<file path="src/rtl/reorder_pkg.sv">
package reorder_pkg;

  typedef enum logic [1:0] {
    KIND_REG    = 2'b00,
    KIND_STORE  = 2'b01,
    KIND_BRANCH = 2'b10
  } entryKind_e;

  // strobes from control to datapath
  typedef struct packed {
    logic alloc;
    logic commit;
    logic flush;
  } robStrobe_t;

endpackage

</file>
<file path="src/rtl/reorder_ctrl.sv">
module reorder_ctrl
  import reorder_pkg::*;
#(
  parameter  int DEPTH = 8,
  localparam int IDX_W = $clog2(DEPTH),
  localparam int CNT_W = $clog2(DEPTH + 1)
) (
  input  logic             clk,
  input  logic             rst_n,
  input  logic             issueValid,
  input  logic             headReady,
  input  entryKind_e       headKind,
  input  logic             headMispredict,
  output robStrobe_t       strobe,
  output logic [IDX_W-1:0] headIdx,
  output logic [IDX_W-1:0] tailIdx,
  output logic [CNT_W-1:0] occupancy,
  output logic             issueReady
);

  function automatic logic [IDX_W-1:0] bump(input logic [IDX_W-1:0] p);
    return (p == IDX_W'(DEPTH - 1)) ? '0 : p + 1'b1;
  endfunction

  logic headValid, isFull, commitGo, flushGo;

  always_comb begin
    headValid     = (occupancy != '0);
    isFull        = (occupancy == CNT_W'(DEPTH));
    commitGo      = headValid && headReady;
    flushGo       = commitGo && (headKind == KIND_BRANCH) && headMispredict;
    issueReady    = !isFull && !flushGo;
    strobe.alloc  = issueValid && issueReady;
    strobe.commit = commitGo;
    strobe.flush  = flushGo;
  end

  always_ff @(posedge clk or negedge rst_n) begin
    if (!rst_n) begin
      headIdx   <= '0;
      tailIdx   <= '0;
      occupancy <= '0;
    end else if (strobe.flush) begin
      headIdx   <= bump(headIdx);
      tailIdx   <= bump(headIdx);
      occupancy <= '0;
    end else begin
      if (strobe.commit) headIdx <= bump(headIdx);
      if (strobe.alloc)  tailIdx <= bump(tailIdx);
      occupancy <= occupancy + CNT_W'(strobe.alloc) - CNT_W'(strobe.commit);
    end
  end

endmodule

</file>
<file path="src/rtl/reorder_data.sv">
module reorder_data
  import reorder_pkg::*;
#(
  parameter  int DEPTH  = 8,
  parameter  int DATA_W = 32,
  parameter  int DEST_W = 16,
  localparam int IDX_W  = $clog2(DEPTH)
) (
  input  logic              clk,
  input  logic              rst_n,
  input  robStrobe_t        strobe,
  input  logic [IDX_W-1:0]  allocIdx,
  input  entryKind_e        allocKind,
  input  logic [DEST_W-1:0] allocDest,
  input  logic [IDX_W-1:0]  headIdx,
  input  logic              wbValid,
  input  logic [IDX_W-1:0]  wbTag,
  input  logic [DATA_W-1:0] wbValue,
  input  logic              wbMispredict,
  input  logic [IDX_W-1:0]  lookupTag,
  output logic              headReady,
  output entryKind_e        headKind,
  output logic              headMispredict,
  output logic [DEST_W-1:0] headDest,
  output logic [DATA_W-1:0] headValue,
  output logic              lookupHit,
  output logic [DATA_W-1:0] lookupValue
);

  logic [DEPTH-1:0] slotValid, slotReady, slotMis;
  entryKind_e       slotKind  [DEPTH];
  logic [DEST_W-1:0] slotDest [DEPTH];
  logic [DATA_W-1:0] slotValue[DEPTH];

  for (genvar g = 0; g < DEPTH; g++) begin : gSlot
    logic hitAlloc, hitCommit, hitWb;
    assign hitAlloc  = strobe.alloc  && (allocIdx == IDX_W'(g));
    assign hitCommit = strobe.commit && (headIdx  == IDX_W'(g));
    assign hitWb     = wbValid && (wbTag == IDX_W'(g)) && slotValid[g];

    always_ff @(posedge clk or negedge rst_n) begin
      if (!rst_n) begin
        slotValid[g] <= 1'b0;
        slotReady[g] <= 1'b0;
        slotMis[g]   <= 1'b0;
      end else if (strobe.flush) begin
        slotValid[g] <= 1'b0;
        slotReady[g] <= 1'b0;
        slotMis[g]   <= 1'b0;
      end else if (hitAlloc) begin
        slotValid[g] <= 1'b1;
        slotReady[g] <= 1'b0;
        slotMis[g]   <= 1'b0;
      end else if (hitCommit) begin
        slotValid[g] <= 1'b0;
        slotReady[g] <= 1'b0;
      end else if (hitWb) begin
        slotReady[g] <= 1'b1;
        slotMis[g]   <= wbMispredict;
      end
    end

    always_ff @(posedge clk) begin
      if (hitAlloc) begin
        slotKind[g] <= allocKind;
        slotDest[g] <= allocDest;
      end
      if (hitWb && !strobe.flush && !hitCommit) slotValue[g] <= wbValue;
    end
  end

  always_comb begin
    headReady      = slotValid[headIdx] && slotReady[headIdx];
    headKind       = slotKind[headIdx];
    headMispredict = slotMis[headIdx];
    headDest       = slotDest[headIdx];
    headValue      = slotValue[headIdx];
    lookupHit      = slotValid[lookupTag] && slotReady[lookupTag];
    lookupValue    = slotValue[lookupTag];
  end

endmodule

</file>
<file path="src/rtl/reorder_buf.sv">
module reorder_buf
  import reorder_pkg::*;
#(
  parameter  int DEPTH  = 8,
  parameter  int DATA_W = 32,
  parameter  int DEST_W = 16,
  localparam int IDX_W  = $clog2(DEPTH)
) (
  input  logic              clk,
  input  logic              rst_n,
  input  logic              issueValid,
  input  logic [1:0]        issueKind,
  input  logic [DEST_W-1:0] issueDest,
  output logic              issueReady,
  output logic [IDX_W-1:0]  issueTag,
  input  logic              wbValid,
  input  logic [IDX_W-1:0]  wbTag,
  input  logic [DATA_W-1:0] wbValue,
  input  logic              wbMispredict,
  input  logic [IDX_W-1:0]  lookupTag,
  output logic              lookupHit,
  output logic [DATA_W-1:0] lookupValue,
  output logic              commitRegValid,
  output logic [DEST_W-1:0] commitRegDest,
  output logic [DATA_W-1:0] commitRegValue,
  output logic              commitStoreValid,
  output logic [DEST_W-1:0] commitStoreAddr,
  output logic [DATA_W-1:0] commitStoreData,
  output logic              redirectValid,
  output logic [DATA_W-1:0] redirectTarget
);

  localparam int CNT_W = $clog2(DEPTH + 1);

  robStrobe_t        strobe;
  logic [IDX_W-1:0]  headIdx, tailIdx;
  logic [CNT_W-1:0]  occupancy;
  logic              headReady, headMispredict, retireNow;
  entryKind_e        headKind;
  logic [DEST_W-1:0] headDest;
  logic [DATA_W-1:0] headValue;

  reorder_ctrl #(.DEPTH(DEPTH)) i_ctrl (
    .clk(clk), .rst_n(rst_n), .issueValid(issueValid),
    .headReady(headReady), .headKind(headKind), .headMispredict(headMispredict),
    .strobe(strobe), .headIdx(headIdx), .tailIdx(tailIdx),
    .occupancy(occupancy), .issueReady(issueReady)
  );

  reorder_data #(.DEPTH(DEPTH), .DATA_W(DATA_W), .DEST_W(DEST_W)) i_data (
    .clk(clk), .rst_n(rst_n), .strobe(strobe),
    .allocIdx(tailIdx), .allocKind(entryKind_e'(issueKind)), .allocDest(issueDest),
    .headIdx(headIdx), .wbValid(wbValid), .wbTag(wbTag), .wbValue(wbValue),
    .wbMispredict(wbMispredict), .lookupTag(lookupTag),
    .headReady(headReady), .headKind(headKind), .headMispredict(headMispredict),
    .headDest(headDest), .headValue(headValue),
    .lookupHit(lookupHit), .lookupValue(lookupValue)
  );

  assign retireNow        = strobe.commit;
  assign issueTag         = tailIdx;
  assign commitRegValid   = strobe.commit && (headKind == KIND_REG);
  assign commitRegDest    = headDest;
  assign commitRegValue   = headValue;
  assign commitStoreValid = strobe.commit && (headKind == KIND_STORE);
  assign commitStoreAddr  = headDest;
  assign commitStoreData  = headValue;
  assign redirectValid    = strobe.flush;
  assign redirectTarget   = headValue;

endmodule

</file>
<file path="config.mk">
export PLATFORM = sky130hd
export DESIGN_NAME = reorder_buf
export DESIGN_NICKNAME = d
export VERILOG_FILES = /design/src/rtl/reorder_pkg.sv /design/src/rtl/reorder_ctrl.sv /design/src/rtl/reorder_data.sv /design/src/rtl/reorder_buf.sv
export SDC_FILE = /design/constraint.sdc
export NUM_CORES = 1
export LEC_CHECK = 0
export ABC_AREA = 1
export BUFFER_PORTS_ARGS = -buffer_cell sky130_fd_sc_hd__buf_4
export CAP_MARGIN = 20
export CORE_UTILIZATION = 53
export CTS_CLUSTER_DIAMETER = 40
export DETAILED_ROUTE_END_ITERATION = 6
export GPL_ROUTABILITY_DRIVEN = 0
export PLACE_DENSITY_LB_ADDON = 0.05
export SLEW_MARGIN = 15
export SYNTH_ARGS = -nofsm -noshare
export SYNTH_HDL_FRONTEND = slang
export SYNTH_HIERARCHICAL = 1
export SYNTH_SLANG_ARGS = --single-unit
</file>
<file path="constraint.sdc">
create_clock -name clk -period 3.8 [get_ports clk]
set_input_delay 0.57 -clock clk [delete_from_list [all_inputs] [get_ports clk]]
set_output_delay 0.57 -clock clk [all_outputs]
set_load 0.02 [all_outputs]
</file>
* Yosys cells after proc, flatten, opt, wreduce, memory -nomap -nowiden
Memory sizes are Yosys's and may differ from the RTL's.
Index checks and enable logic that the tools add are counted.
** Operators by class
- Order comparisons :: 2
- Bitwise gates (word level) :: 0
- Div/mod/pow operators :: 0
- Equality and inequality tests :: 32
- Multipliers :: 0
- Reductions and logical operators :: 127
- Multiplexer cells :: 200
- Shift-type cells :: 0
- Add/sub/neg operators :: 4
** Operator list (number)
- two-way mux 32 bit :: 7
- OR reduction 32 bit :: 7
- two-way mux 1 bit :: 146
- two-way mux 16 bit :: 7
- OR reduction 16 bit :: 7
- two-way mux 3 bit :: 27
- logical AND 1 bit :: 57
- nonzero test 3 bit :: 16
- == test 3 bit, second input constant :: 12
- nonzero test 4 bit :: 9
- inequality test 3 x 2 -> 1 bit, second input constant :: 8
- == test 3 x 2 -> 1 bit, second input constant :: 6
- AND reduction 2 bit :: 8
- binary-select mux 1 bit (select 3 bit) :: 5
- two-way mux 2 bit :: 7
- OR reduction 2 bit :: 7
- logical NOT 1 bit :: 10
- == test 3 x 1 -> 1 bit, second input constant :: 3
- logical NOT 3 bit :: 3
- < comparator 3 x 4 -> 1 bit, second input constant :: 2
- adder 3 x 1 -> 3 bit, second input constant :: 2
- adder 4 x 1 -> 4 bit :: 1
- == test 4 bit, second input constant :: 1
- two-way mux 4 bit :: 1
- 5 further kinds :: 6
** Storage, ports and cells
- Bits in read-only memories :: 0
- Output and inout port bits :: 168
- Bits in writable memories :: 400
- Bits of input ports :: 61
- Register bits after elaboration :: 34
- Memories :: 3
- Latch bits :: 0
- Logic and storage cells :: 395
** Memory list
- i_data.slotValue :: words 8, width 32, read ports 2, clocked after memory_dff 0, write ports 1, RTL line reorder_data.sv:33 : logic [DATA_W-1:0] slotValue[DEPTH];
- i_data.slotDest :: words 8, width 16, read ports 1, clocked after memory_dff 0, write ports 1, RTL line reorder_data.sv:32 : logic [DEST_W-1:0] slotDest [DEPTH];
- i_data.slotKind :: words 8, width 2, read ports 1, clocked after memory_dff 0, write ports 1, RTL line reorder_data.sv:31 : entryKind_e slotKind [DEPTH];

* Logic depth before layout (Yosys ltp)
Gate-level depths: netlist of run 1.
- Word-level depth :: 20
- Depth in mapped cells :: 20
- Depth with buffers taken out :: 17

* Hierarchy
Netlist of run 1, hierarchy kept.
** By module, submodules not included
- reorder_data :: seq. area each 12612.1 um2, cells each 2039, area an instance 19361.1 um2, instances 1
- reorder_ctrl :: seq. area each 250.2 um2, cells each 87, area an instance 723.2 um2, instances 1
- reorder_buf :: seq. area each 0.0 um2, cells each 85, area an instance 619.3 um2, instances 1

* Least setup slack after synthesis of run 1
OpenSTA, ideal clock, no wires.
- Kind :: reg-to-reg
- Start point :: reg i_ctrl.headIdx[0]
- End point :: mem i_data.slotValue[5][0], enable pin
- Setup time :: 421 ps
- Clock period less this slack :: 3873 ps
- Required time :: 3379 ps
- Path buffers :: 4
- Cell stages (with the launch flop) :: 16
- Slack :: -73 ps
- Data arrival time :: 3452 ps
- Cell sequence :: dfrtp_1 buf_4 nor2_4 clkbuf_1 nand2_1 nand4_1 nand2_1 nand2_1 inv_1 nand2_1 nor2_4 nand3_4 inv_2 buf_4 clkbuf_1 nor2_1
** Between the ends
- Elaborated cells between the ends (all ways) :: 90
- Those cells by class :: eq/ne: 8; mux: 36; reduce/logical: 45; memory: 1
** RTL lines
- start: declaration :: RTL line reorder_ctrl.sv:15 : output logic [IDX_W-1:0] headIdx,
- start signal: assignment :: RTL line reorder_ctrl.sv:44 : headIdx <= bump(headIdx);
- start signal: assignment :: RTL line reorder_ctrl.sv:48 : if (strobe.commit) headIdx <= bump(headIdx);
- memory read (8 x 2 bit) (*)
- named net headKind[0] :: RTL line reorder_buf.sv:39 : entryKind_e headKind;
- == test 2 bit (*) :: RTL line reorder_ctrl.sv:31 : flushGo = commitGo && (headKind == KIND_BRANCH) && headMispredict;
- logical AND 1 bit (*) (2 in a row) :: RTL line reorder_ctrl.sv:31
- named net i_ctrl.flushGo :: RTL line reorder_ctrl.sv:25 : logic headValid, isFull, commitGo, flushGo;
- logical NOT 1 bit (*) :: RTL line reorder_data.sv:68 : if (hitWb && !strobe.flush && !hitCommit) slotValue[g] <= wbValue;
- logical AND 1 bit (2 in a row) :: RTL line reorder_data.sv:68
- two-way mux 1 bit :: RTL line reorder_data.sv:68
- two-way mux 1 bit (implied by the code) :: RTL line reorder_data.sv:68
- OR reduction 32 bit (no line)
- two-way mux 3 bit (no line) / two-way mux 1 bit (equally long branches) (7 in a row)
- end: declaration :: RTL line reorder_data.sv:33
Mark *: on every way through the listed nets, which the timed path passes. The rest lies on a longest branch. The select of a mux whose other input is x is not followed.

* Final worst setup path of run 1
- Start point :: reg i_ctrl.headIdx[0]
- End point :: out issueReady
** Between the ends
- Elaborated cells between the ends (all ways) :: 14
- Those cells by class :: eq/ne: 1; mux: 6; reduce/logical: 6; memory: 1
** RTL lines
- memory read (8 x 2 bit)
- named net headKind[0] :: RTL line reorder_buf.sv:39
- == test 2 bit :: RTL line reorder_ctrl.sv:31
- logical AND 1 bit (2 in a row) :: RTL line reorder_ctrl.sv:31
- logical NOT 1 bit :: RTL line reorder_ctrl.sv:32 : issueReady = !isFull && !flushGo;
- logical AND 1 bit :: RTL line reorder_ctrl.sv:32
- end: declaration :: RTL line reorder_buf.sv:14 : output logic issueReady,
The timed path passes the listed nets, and every way through them passes these cells. The select of a mux whose other input is x is not followed.

==> results by group, run 1 <==
Worst hold path
  • Terminating pin of the worst hold path: i_data/slotValue[4][22]
  • Hold path start: wbValue[22]
  • Cell depth of the worst min-delay path: 1
  • Hold Path Class: in -> reg

Cells and area
  • End-of-flow core utilization: 63.4%
  • Layout cell share with drive strength beyond 1: 17.0%
  • Final design area excluding fillers: 0.0244 mm²
  • Area Growth Syn to Fin: 18.1%
  • Number of nets in the final layout: 2,432
  • ANT cells: 0
  • Final std cells w/o fill: 2,926

Floorplanning
  • Starting density of the core: 53.7%
  • Die X-Extent: 200 µm
  • Area enclosed by the die boundary: 0.0399 mm²
  • Count of pins on the block boundary: 229
  • Total number of placement rows: 72
  • Area of the core: 0.0386 mm²
  • Height of the die: 200 µm

Yosys
  • Synthesized netlist cell count: 2,211
  • Synth top area cells: edfxtp_1 (58%), nand2_1 (14%), nor2_1 (5.8%), dfrtp_1 (4.1%), buf_4 (3.2%)
  • Total of warnings raised by yosys: 6
  • Proportion of synthesized chip area in sequential cells: 62.1%
  • Number of distinct library cells after synthesis: 29
  • Syn nets: 2,283
  • Largest area contributor in the netlist: edfxtp_1
  • Number of register bits inferred by synthesis: 434
  • Avg Inst Size Synth: 9.36 µm²
  • Top-area cell type share of the netlist area: 58.0%
  • Area of the mapped netlist: 0.0207 mm²

Drt
  • Remaining number of nets flagged by the antenna check after routing: 0
  • Wirelength per Cell: 19.0 µm
  • Mean number of vias per cell: 5.41
  • Final wirelength: 55,600 µm
  • Number of design rule violations left after detail routing: 0
  • Detailed-routing iteration count for the pre-antenna-repair pass: 5
  • DRT iter0 DRCs: 1,181
  • Total via count in the routed design: 15,800

Flow run
  • Max-capacitance violation count: 0

Timing
  • Maximum clock frequency: 278 MHz
  • Period utilisation layout: 94.5%
  • # setup viols final: 0
  • Setup TNS after final layout: 0 ps
  • Clock tree skew after final layout: 22.1 ps
  • Measured slew at the worst slew-check pin: 813 ps
  • Unrepaired setup endpoints after global routing: no
  • Count of endpoints failing hold in the final timing report: 0
  • Pins over their slew limit: 0
  • Time the final worst path needs with I/O delays and setup: 3590 ps
  • Relative slew margins: 45.8%

Clock tree
  • Number of H-tree levels: 2
  • Clock transition at path regs: 60 ps
  • TritonCTS clock tree: built
  • Clock latency on the worst-skew pair: 610 ps
  • Clock root buffer: clkbuf_16
  • Number of clock sinks seen by CTS: 434
  • Number of buffers created by CTS: 57
  • Worst-case clock buffer depth: 3

Setup path
  • Setup CP Type: reg -> out
  • Kind of start point of the critical path: flop
  • Number of cells on the worst reg-to-reg path: 15
  • Arrival time reported for the critical path endpoint: 3020 ps
  • Capture point of the worst reg-to-reg path: i_data/slotValue[3][27]
  • R2R setup slack: 600 ps
  • Maximum fanout encountered on the critical timing path: 16
  • Worst endpoint required time: 3230 ps
  • Element type at the critical path end: output port
  • Startpoint of the most critical register-to-register path: i_ctrl/headIdx[0]

GRT
  • Maximum number of pins on one net before global-route repair: 106
  • Initial antenna violation count: 2
  • Total global-route track usage: 28.4%
  • Total gr overflow: 0
  • Vias in the first global route: 15,400
  • Global-route wire length before repair: 84,400 µm

Place
  • Inst Count DP: 2,816
  • Count of port buffers added during placement: 228
  • Placement Cell Area: 0.0225 mm²
  • HPWL after detailed placement: 33,900 µm

Pwr
  • PwrDens: 765 mW/mm²
  • Worst vdd ir: 0.614 mV
  • Static leakage: 10.3 nW
  • Pwr Total: 0.0187 W

Outcome
  • Result of the run: finished, final reports clean
-- cells in the mapped netlist (all sizes together) --
cell	count
a21boi	2
a21oi	89
buf	144
clkbuf	49
clkinv	1
dfrtp	34
edfxtp	400
fa	1
ha	10
inv	128
nand2	785
nand3	33
nand4	54
nor2	322
nor3	1
nor3b	1
o211ai	39
o21ai	117
xnor2	1
-- timing repair --
item,CTS,global route
setup endpoints to repair,2,23
endpoints found under the hold margin,34,0
gates resized for setup,1,2
pin swaps,0,1
hold buffers,1,0
gates cloned,0,0
setup buffers,0,2
-- worst max-delay path by stage --
stage | startpoint | to | cells after the start
6_report | i_ctrl/headIdx[0] | issueReady | 14
5_1_grt | i_ctrl/headIdx[0] | issueReady | 14
4_1_cts | i_ctrl/headIdx[1] | issueReady | 13
3_5_place_dp | i_ctrl/headIdx[1] | i_ctrl/occupancy[2] | 15
3_3_place_gp | i_ctrl/headIdx[1] | i_ctrl/occupancy[2] | 15
2_1_floorplan | i_ctrl/headIdx[0] | i_data/slotValue[5][0] | 15
-- metrics by stage --
step | hold slack (ps) | setup slack [ps]
6_report | 203 | 209
5_1_grt | 192 | 9.13
4_1_cts | 176 | 5.20
3_5_place_dp | 527 | 506
3_3_place_gp | 496 | 528
2_1_floorplan | 274 | -73.3
-- where the power goes --
part | internal (W) | leakage, nW | switching, W
Sequential | 0.00573 | 4.03 | 0.000287
Clock | 0.00334 | 0.950 | 0.00208
Combinational | 0.00248 | 5.30 | 0.00481
-- cell usage in the layout (no fill, tap or decap), types with 10 or more instances in the layout --
master and count:
clkinv_2 10, inv_1 122, nand3_1 32, ha_1 10, nor2_4 12, o21ai_0 116
dfrtp_1 32, o211ai_1 39, nand2_1 783, a21oi_1 89, nand4_1 54, nor2_1 302
buf_4 276, clkbuf_16 59, edfxtp_1 400
-- critical path, cell delays in order (launching register included) --
cell and delay [ps]:
dfrtp_1 450, buf_4 230, buf_4 220, nand2_1 80, a21oi_1 60, o21ai_0 160, nand2_1 100, inv_1 60
nand2_1 70, nor2_4 160, nand3_4 160, inv_6 210, buf_4 220, nor2_1 60, buf_4 170
-- layout make-up --
| cell class | count | area, µm² |
|---|---|---|
| multi-input combinational | 1455 | 6300 |
| fill | 3139 | 14100 |
| timing repair buffer | 283 | 2200 |
| tap | 518 | 648 |
| inverter | 129 | 489 |
| clock buffer | 66 | 1500 |
| sequential | 434 | 12900 |
| clock inverter | 41 | 437 |
-- cell families (layout without fill, tap and decap cells) --
logic type / after synthesis / in the layout / share of synthesized area (%)
xor+xnor: 1 / 1 / 0.0423
flops: 434 / 434 / 62.1
buf+inv: 322 / 519 / 7.83
simple gates: 1196 / 1196 / 22.8
compound gates: 247 / 247 / 6.48
fa+ha+maj: 11 / 11 / 0.701
-- registers in the layout (all words and copies together), names as in the netlist --
name and cells:
i_data/slotValue 256, i_data/slotKind 16, i_data/slotReady 8, i_ctrl/tailIdx 3, i_ctrl/occupancy 4, i_data/slotMis 8, i_ctrl/headIdx 3, i_data/slotValid 8
i_data/slotDest 128
-- per-layer routing --
metal	GRT usage, %	up-vias	routed length, µm
li1	-	7544	-
met3	4.59	134	3730
met5	0	-	28
met1	35.2	7520	22200
met4	12.4	4	1960
met2	49.1	618	27600
Note: power is estimated with default switching activity, not from simulation.
==> run 2: changes to the inputs <==
--- a/config.mk
+++ b/config.mk
@@ -12,7 +12,7 @@
 export CTS_CLUSTER_DIAMETER = 40
 export DETAILED_ROUTE_END_ITERATION = 6
 export GPL_ROUTABILITY_DRIVEN = 0
-export PLACE_DENSITY_LB_ADDON = 0.05
+export PLACE_DENSITY_LB_ADDON = 0.2
 export SLEW_MARGIN = 15
 export SYNTH_ARGS = -nofsm -noshare
 export SYNTH_HDL_FRONTEND = slang
==> run 2 against run 1 <==
Die area did not move; clock power is 1% higher; setup slack better by 7.5 ps; total power rose by 0.61%; utilization is 0.17 points higher; register-to-register slack better by 150 ps; sequential share of layout area shrank 0.14 points; clock skew grew 7.8 ps; critical path depth stayed put; routed wire length up 0.13%; sequential cell count is the same; critical endpoint unchanged; hold slack got worse by 25 ps.
==> results by group, run 2 (synthesis results as in run 1) <==
Outcome
  • Result of the run: finished, final reports clean

Drt
  • Remaining number of nets flagged by the antenna check after routing: 0 (unchanged)
  • Detailed-routing iteration count for the pre-antenna-repair pass: 5 (unchanged)
  • DRT iter0 DRCs: 1,436 (+22%)
  • Wirelength per Cell: 19.0 µm (+0.16%)
  • Final wirelength: 55,600 µm (+0.13%)
  • Total via count in the routed design: 16,200 (+2.2%)
  • Mean number of vias per cell: 5.53 (+2.2%)
  • Number of design rule violations left after detail routing: 0 (unchanged)

Timing
  • Count of endpoints failing hold in the final timing report: 0 (unchanged)
  • Minimum setup slack in the final design: 216 ps (+7.45 ps)
  • Measured slew at the worst slew-check pin: 689 ps (-124 ps)
  • Setup TNS after final layout: 0 ps (unchanged)
  • Pins over their slew limit: 0 (unchanged)
  • Maximum clock frequency: 279 MHz (+0.21%)
  • Time the final worst path needs with I/O delays and setup: 3580 ps (-7.45 ps)
  • # setup viols final: 0 (unchanged)
  • Relative slew margins: 54.1% (+8.3 points)
  • Period utilisation layout: 94.3% (-0.20 points)
  • Unrepaired setup endpoints after global routing: no
  • Clock tree skew after final layout: 29.9 ps (+7.80 ps)

Place
  • Pre-CTS setup slack: 696 ps (+190 ps)
  • HPWL after detailed placement: 33,200 µm (-2.3%)
  • Count of port buffers added during placement: 228 (unchanged)
  • Placement Cell Area: 0.0225 mm² (+0.11%)
  • Inst Count DP: 2,816 (unchanged)

Floorplanning
  • Height of the die: 200 µm (unchanged)
  • Count of pins on the block boundary: 229 (unchanged)
  • Area enclosed by the die boundary: 0.0399 mm² (unchanged)
  • Area of the core: 0.0386 mm² (unchanged)
  • Die X-Extent: 200 µm (unchanged)
  • Starting density of the core: 53.7% (unchanged)
  • Total number of placement rows: 72 (unchanged)

Pwr
  • Portion of total power attributed to sequential cells: 31.8% (-0.3 points)
  • Gate power share: 39.1% (+0.2 points)
  • Switching power: 0.00725 W (+1.1%)
  • Worst vdd ir: 0.717 mV (+17%)
  • Static leakage: 10.3 nW (about the same)
  • Share of power burned in the clock network: 29.1% (+0.2 points)
  • PwrDens: 768 mW/mm² (+0.35%)
  • Switching share of power: 38.5% (+0.17 points)
  • Internal power contribution: 0.0116 W (+0.33%)
  • Pwr Total: 0.0188 W (+0.61%)

Cells and area
  • Final std cells w/o fill: 2,925 (-0.034%)
  • Final design area excluding fillers: 0.0245 mm² (+0.26%)
  • Register name with the most flops: i_data/slotValue
  • Layout cell share with drive strength beyond 1: 17.0% (+0.021 points)
  • Registers with the most flip-flops: i_data/slotValue x256, i_data/slotDest x128, i_data/slotKind x16
  • Commonest non-fill, non-tap cell in the layout: nand2_1
  • Number of nets in the final layout: 2,431 (-0.041%)
  • Area Growth Syn to Fin: 18.4%
  • Commonest cells after routing, fill and taps aside: nand2_1 (783), edfxtp_1 (400), nor2_1 (302), buf_4 (272), inv_1 (122)
  • Number of flip-flops under the largest register name: 256 (unchanged)

GRT
  • Vias in the first global route: 15,900 (+3.2%)
  • Global-route wire length before repair: 85,500 µm (+1.3%)
  • Total gr overflow: 0 (unchanged)
  • Initial antenna violation count: 2 (unchanged)
  • Total global-route track usage: 28.4% (-0.071 points)
  • Maximum number of pins on one net before global-route repair: 87 (-18%)

Setup path
  • Slowest cell on the critical path: dfrtp_1
  • Largest incremental delay on the critical path: 370 ps (-80 ps)
  • Element type at the critical path end: output port
  • Kind of start point of the critical path: flop
  • Number of cells on the worst reg-to-reg path: 14 (-1)
  • Worst endpoint required time: 3230 ps (about the same)
  • R2R setup slack: 750 ps (+150 ps)
  • Critical path buffers and inverters: 5 (-1)
  • Maximum fanout encountered on the critical timing path: 15 (-1)
  • Arrival time reported for the critical path endpoint: 3010 ps (about the same)
  • Capture point of the worst reg-to-reg path: i_data/slotValue[1][30]
  • Startpoint of the most critical register-to-register path: i_ctrl/headIdx[0]
  • Cells along the critical path: buf_4 -> inv_2 -> nor2_4 -> nand2_1 -> nand2_1 -> o21ai_0 -> nand2_1 -> nand2_1 -> nor2_4 -> nand3_4 -> inv_2 -> buf_6 -> nor2_1 -> buf_4
  • Setup CP Type: reg -> out
  • Cell family with most CP delay: simple AND/OR/NAND/NOR gates
  • Crit-path most repeated cell: nand2_1

Clock tree
  • Clock root buffer: clkbuf_16
  • Worst-case clock buffer depth: 3 (unchanged)
  • Clock latency on the worst-skew pair: 620 ps (about the same)
  • Number of H-tree levels: 2 (unchanged)
  • TritonCTS clock tree: built
  • Clock transition at path regs: 60 ps (about the same)
  • Number of buffers created by CTS: 56 (-1.8%)
  • Number of clock sinks seen by CTS: 434 (unchanged)

Worst hold path
  • Terminating pin of the worst hold path: i_data/slotValue[2][9]
  • Cell depth of the worst min-delay path: 1 (unchanged)
  • Hold Path Class: in -> reg
  • Hold path start: wbValue[9]

Flow run
  • Max-capacitance violation count: 0 (unchanged)
run 2: metal layers:
metal / GRT usage, % / part of all wire (%) / vias up
li1: - / - / 7538
met1: 36.0 / 40 / 7714
met2: 47.7 / 49 / 771
met3: 4.68 / 8.1 / 144
met4: 12.8 / 3.4 / 2
met5: 0 / 0.023 / -
run 2: worst reg2reg max path: cells and delay by family, from the launching register on:
| kind | cells | cell delay, ps |
|---|---|---|
| AO/OA/AOI/OAI | 1 | 260 |
| flip-flops | 1 | 460 |
| buffers and inverters | 4 | 740 |
| AND/OR/NAND/NOR | 9 | 1280 |
run 2: area by class of cell:
type                            count  area, µm²
Fill cell                        3065      14000
Antenna cell                        2       5.00
Clock buffer                       63       1440
Timing Repair Buffer              283       2230
Clock inverter                     41        534
Sequential cell                   434      12900
Multi-Input combinational cell   1455       6300
Tap cell                          518        648
Inverter                          129        484
run 2: timing repair:
item                       in CTS  in global routing
hold endpoints to repair       34                  0
setup buffers                   0                  2
hold buffers                    1                  0
setup endpoints to repair       0                  7
gates resized for setup         0                  2
run 2: power by group through the flow:
stage               clock [W]  sequential (W)  combinational [W]
detailed placement          0         0.00607            0.00730
finish                0.00548         0.00598            0.00736
global placement            0         0.00606            0.00717
CTS                   0.00555         0.00598            0.00735
global route          0.00576         0.00603            0.00800
floorplan                   0         0.00601            0.00518
run 2: how the worst max path moves through the flow:
| stage | start | endpoint | slack, ps | cells after the start |
|---|---|---|---|---|
| after floorplan | i_ctrl/headIdx[0] | i_data/slotValue[5][0] | -70 | 15 |
| after global placement | i_ctrl/headIdx[1] | commitStoreData[0] | 830 | 9 |
| after detailed placement | i_ctrl/headIdx[0] | i_data/slotDest[6][1] | 700 | 15 |
| after CTS | i_ctrl/headIdx[0] | issueReady | 70 | 13 |
| after global routing | i_ctrl/headIdx[0] | issueReady | 10 | 13 |
| final | i_ctrl/headIdx[1] | issueReady | 220 | 14 |
run 2: per-stage QoR:
| stage | util, % | hold slack, ps |
|---|---|---|
| floorplan | - | 274 |
| global placement | 58.4 | 496 |
| detailed placement | 58.4 | 515 |
| CTS | 63.5 | 152 |
| global route | 63.6 | 164 |
| finish | 63.6 | 179 |
==> run 3: changes to the inputs <==
==> constraint.sdc (replaced) <==
create_clock -name clk -period 3.2 [get_ports clk]
set_input_delay 0.48 -clock clk [delete_from_list [all_inputs] [get_ports clk]]
set_output_delay 0.48 -clock clk [all_outputs]
set_load 0.02 [all_outputs]
==> run 3 against run 2 <==
Clock skew down 12 ps; first-iteration DRC count down 0.49%; non-clock buffer count up 28; clock-buffer cell count down 3; combinational power up 23%; utilization up 0.77 points; sequential power up 19%; total power up 18%; via count up 0.82%; largest cell class unchanged.
==> results by group, run 3 (synthesis results as in run 1) <==
Outcome
  • Result of the run: finished, final reports clean

Timing
  • Period utilisation layout: 96.6%
  • Worst hold slack: 125 ps (-54.1 ps)
  • Clock tree skew after final layout: 18.4 ps (-11.5 ps)
  • Relative slew margins: 45.7% (-8.4 points)
  • Minimum setup slack in the final design: 109 ps (-107 ps)
  • Measured slew at the worst slew-check pin: 813 ps (+124 ps)
  • Time the final worst path needs with I/O delays and setup: 3090 ps
  • Count of endpoints failing hold in the final timing report: 0 (unchanged)
  • Pins over their slew limit: 0 (unchanged)
  • # setup viols final: 0 (unchanged)
  • Maximum clock frequency: 324 MHz

Cells and area
  • Commonest non-fill, non-tap cell in the layout: nand2_1
  • ANT cells: 0 (-2)
  • Final std cells w/o fill: 2,947 (+0.75%)
  • Number of fillers in the final layout: 3,004 (-2.0%)
  • Area Growth Syn to Fin: 19.8%
  • Number of nets in the final layout: 2,457 (+1.1%)
  • Commonest cells after routing, fill and taps aside: nand2_1 (783), edfxtp_1 (400), nor2_1 (301), buf_4 (279), inv_1 (121)
  • End-of-flow core utilization: 64.3% (+0.77 points)
  • Register name with the most flops: i_data/slotValue
  • Layout cell share with drive strength beyond 1: 17.9% (+0.90 points)
  • Registers with the most flip-flops: i_data/slotValue x256, i_data/slotDest x128, i_data/slotKind x16
  • Number of flip-flops under the largest register name: 256 (unchanged)

Drt
  • DRT iter0 DRCs: 1,429 (-0.49%)
  • Remaining number of nets flagged by the antenna check after routing: 0 (unchanged)
  • Total via count in the routed design: 16,300 (+0.82%)
  • Mean number of vias per cell: 5.53 (about the same)
  • Wirelength per Cell: 19.0 µm (-0.35%)
  • Final wirelength: 55,800 µm (+0.40%)
  • Detailed-routing iteration count for the pre-antenna-repair pass: 6 (+1)
  • Number of design rule violations left after detail routing: 0 (unchanged)

Place
  • Inst Count DP: 2,833 (+0.60%)
  • Count of port buffers added during placement: 228 (unchanged)
  • Pre-CTS setup slack: 233 ps (-463 ps)
  • HPWL after detailed placement: 33,900 µm (+2.3%)

Setup path
  • Arrival time reported for the critical path endpoint: 2610 ps (-400 ps)
  • Startpoint of the most critical register-to-register path: i_ctrl/headIdx[1]
  • R2R setup slack: 260 ps (-490 ps)
  • Element type at the critical path end: output port
  • Number of cells on the worst reg-to-reg path: 15 (+1)
  • Worst endpoint required time: 2720 ps (-510 ps)
  • Kind of start point of the critical path: flop
  • Maximum fanout encountered on the critical timing path: 6 (-9)
  • Setup CP Type: reg -> out
  • Worst Setup EP: issueReady
  • Capture point of the worst reg-to-reg path: i_data/slotValue[1][7]
  • Critical Path Start: i_ctrl/headIdx[1]

Worst hold path
  • Hold Path Class: in -> reg

Clock tree
  • Clock transition at path regs: 60 ps (about the same)
  • Number of buffers created by CTS: 53 (-5.4%)
  • Number of H-tree levels: 2 (unchanged)
  • Clock root buffer: clkbuf_16
  • TritonCTS clock tree: built
  • Clock latency on the worst-skew pair: 590 ps (-30 ps)
  • Number of clock sinks seen by CTS: 434 (unchanged)
  • Worst-case clock buffer depth: 3 (unchanged)

Floorplanning
  • Area enclosed by the die boundary: 0.0399 mm² (unchanged)
  • Count of pins on the block boundary: 229 (unchanged)
  • Die X-Extent: 200 µm (unchanged)
  • Starting density of the core: 53.7% (unchanged)
  • Area of the core: 0.0386 mm² (unchanged)
  • Total number of placement rows: 72 (unchanged)
  • Height of the die: 200 µm (unchanged)

Pwr
  • Static leakage: 10.4 nW (+1.3%)
  • Worst vdd ir: 0.808 mV (+13%)
  • PwrDens: 897 mW/mm² (+17%)

GRT
  • Total global-route track usage: 28.4% (+0.034 points)
  • Initial antenna violation count: 1 (-1)
  • Vias in the first global route: 15,900 (+0.019%)
  • Maximum number of pins on one net before global-route repair: 87 (unchanged)
  • Total gr overflow: 0 (unchanged)
  • Global-route wire length before repair: 85,900 µm (+0.47%)

Flow run
  • Max-capacitance violation count: 0 (unchanged)
-- run 3: cell type report --
class | instances | area, µm² | area share, %
repair buffers | 311 | 2660 | 10.7
clock buffers | 60 | 1360 | 5.49
well taps | 518 | 648 | 2.61
multi-input cells | 1456 | 6330 | 25.5
inverters | 129 | 504 | 2.03
clock inverters | 39 | 439 | 1.77
flip-flops and latches | 434 | 12900 | 51.9
-- run 3: worst min-delay path by stage --
stage / from / to / depth (start not counted)
CTS: wbValue[15] / i_data/slotValue[1][15] / 1
global placement: rst_n / i_ctrl/tailIdx[1] / 1
floorplan: rst_n / i_ctrl/headIdx[0] / 0
detailed placement: rst_n / i_ctrl/tailIdx[2] / 1
finish: wbValue[29] / i_data/slotValue[7][29] / 1
global route: issueDest[9] / i_data/slotDest[2][9] / 1
-- run 3: metal layers --
metal  up-vias  global-route usage (%)  routed length (µm)
li1       7599                       -                   -
met1      7739                    37.5               22400
met2       814                    48.0               27100
met3       148                    3.53                4620
met4         2                    10.8                1750
met5         -                       0                   9
-- run 3: critical path, stage by stage (launching register included) --
cell and delay (ps):
dfrtp_2 480, buf_6 160, nor2_4 160, buf_4 140
nand2_1 50, nand4_1 80, nand2_1 50, nand2_1 70
inv_1 40, nand2_1 90, nor2_4 70, nand3_4 110
clkinv_8 50, buf_4 130, buf_4 150, nor2_4 80
buf_6 120
-- run 3: power breakdown --
part           switching, W  leakage, nW  internal (W)
combinational       0.00583         5.52       0.00323
sequential         0.000329         4.03       0.00680
clock               0.00240        0.871       0.00367
total               0.00856         10.4        0.0137
-- run 3: through the flow --
stage | TNS, ps | total power [W] | area [µm²]
finish | 0 | 0.0223 | 24800
global route | -16.0 | 0.0234 | 24800
CTS | 0 | 0.0222 | 24700
detailed placement | 0 | 0.0160 | 22800
global placement | 0 | 0.0159 | 22700
floorplan | -60160 | 0.0133 | 20700
-- run 3: what timing repair did --
item,CTS,global route
resized for setup,8,18
hold buffers,1,0
gates cloned,1,0
hold endpoints to repair,34,0
setup buffers,5,8
pin swaps,3,6
endpoints found under the setup margin,120,20
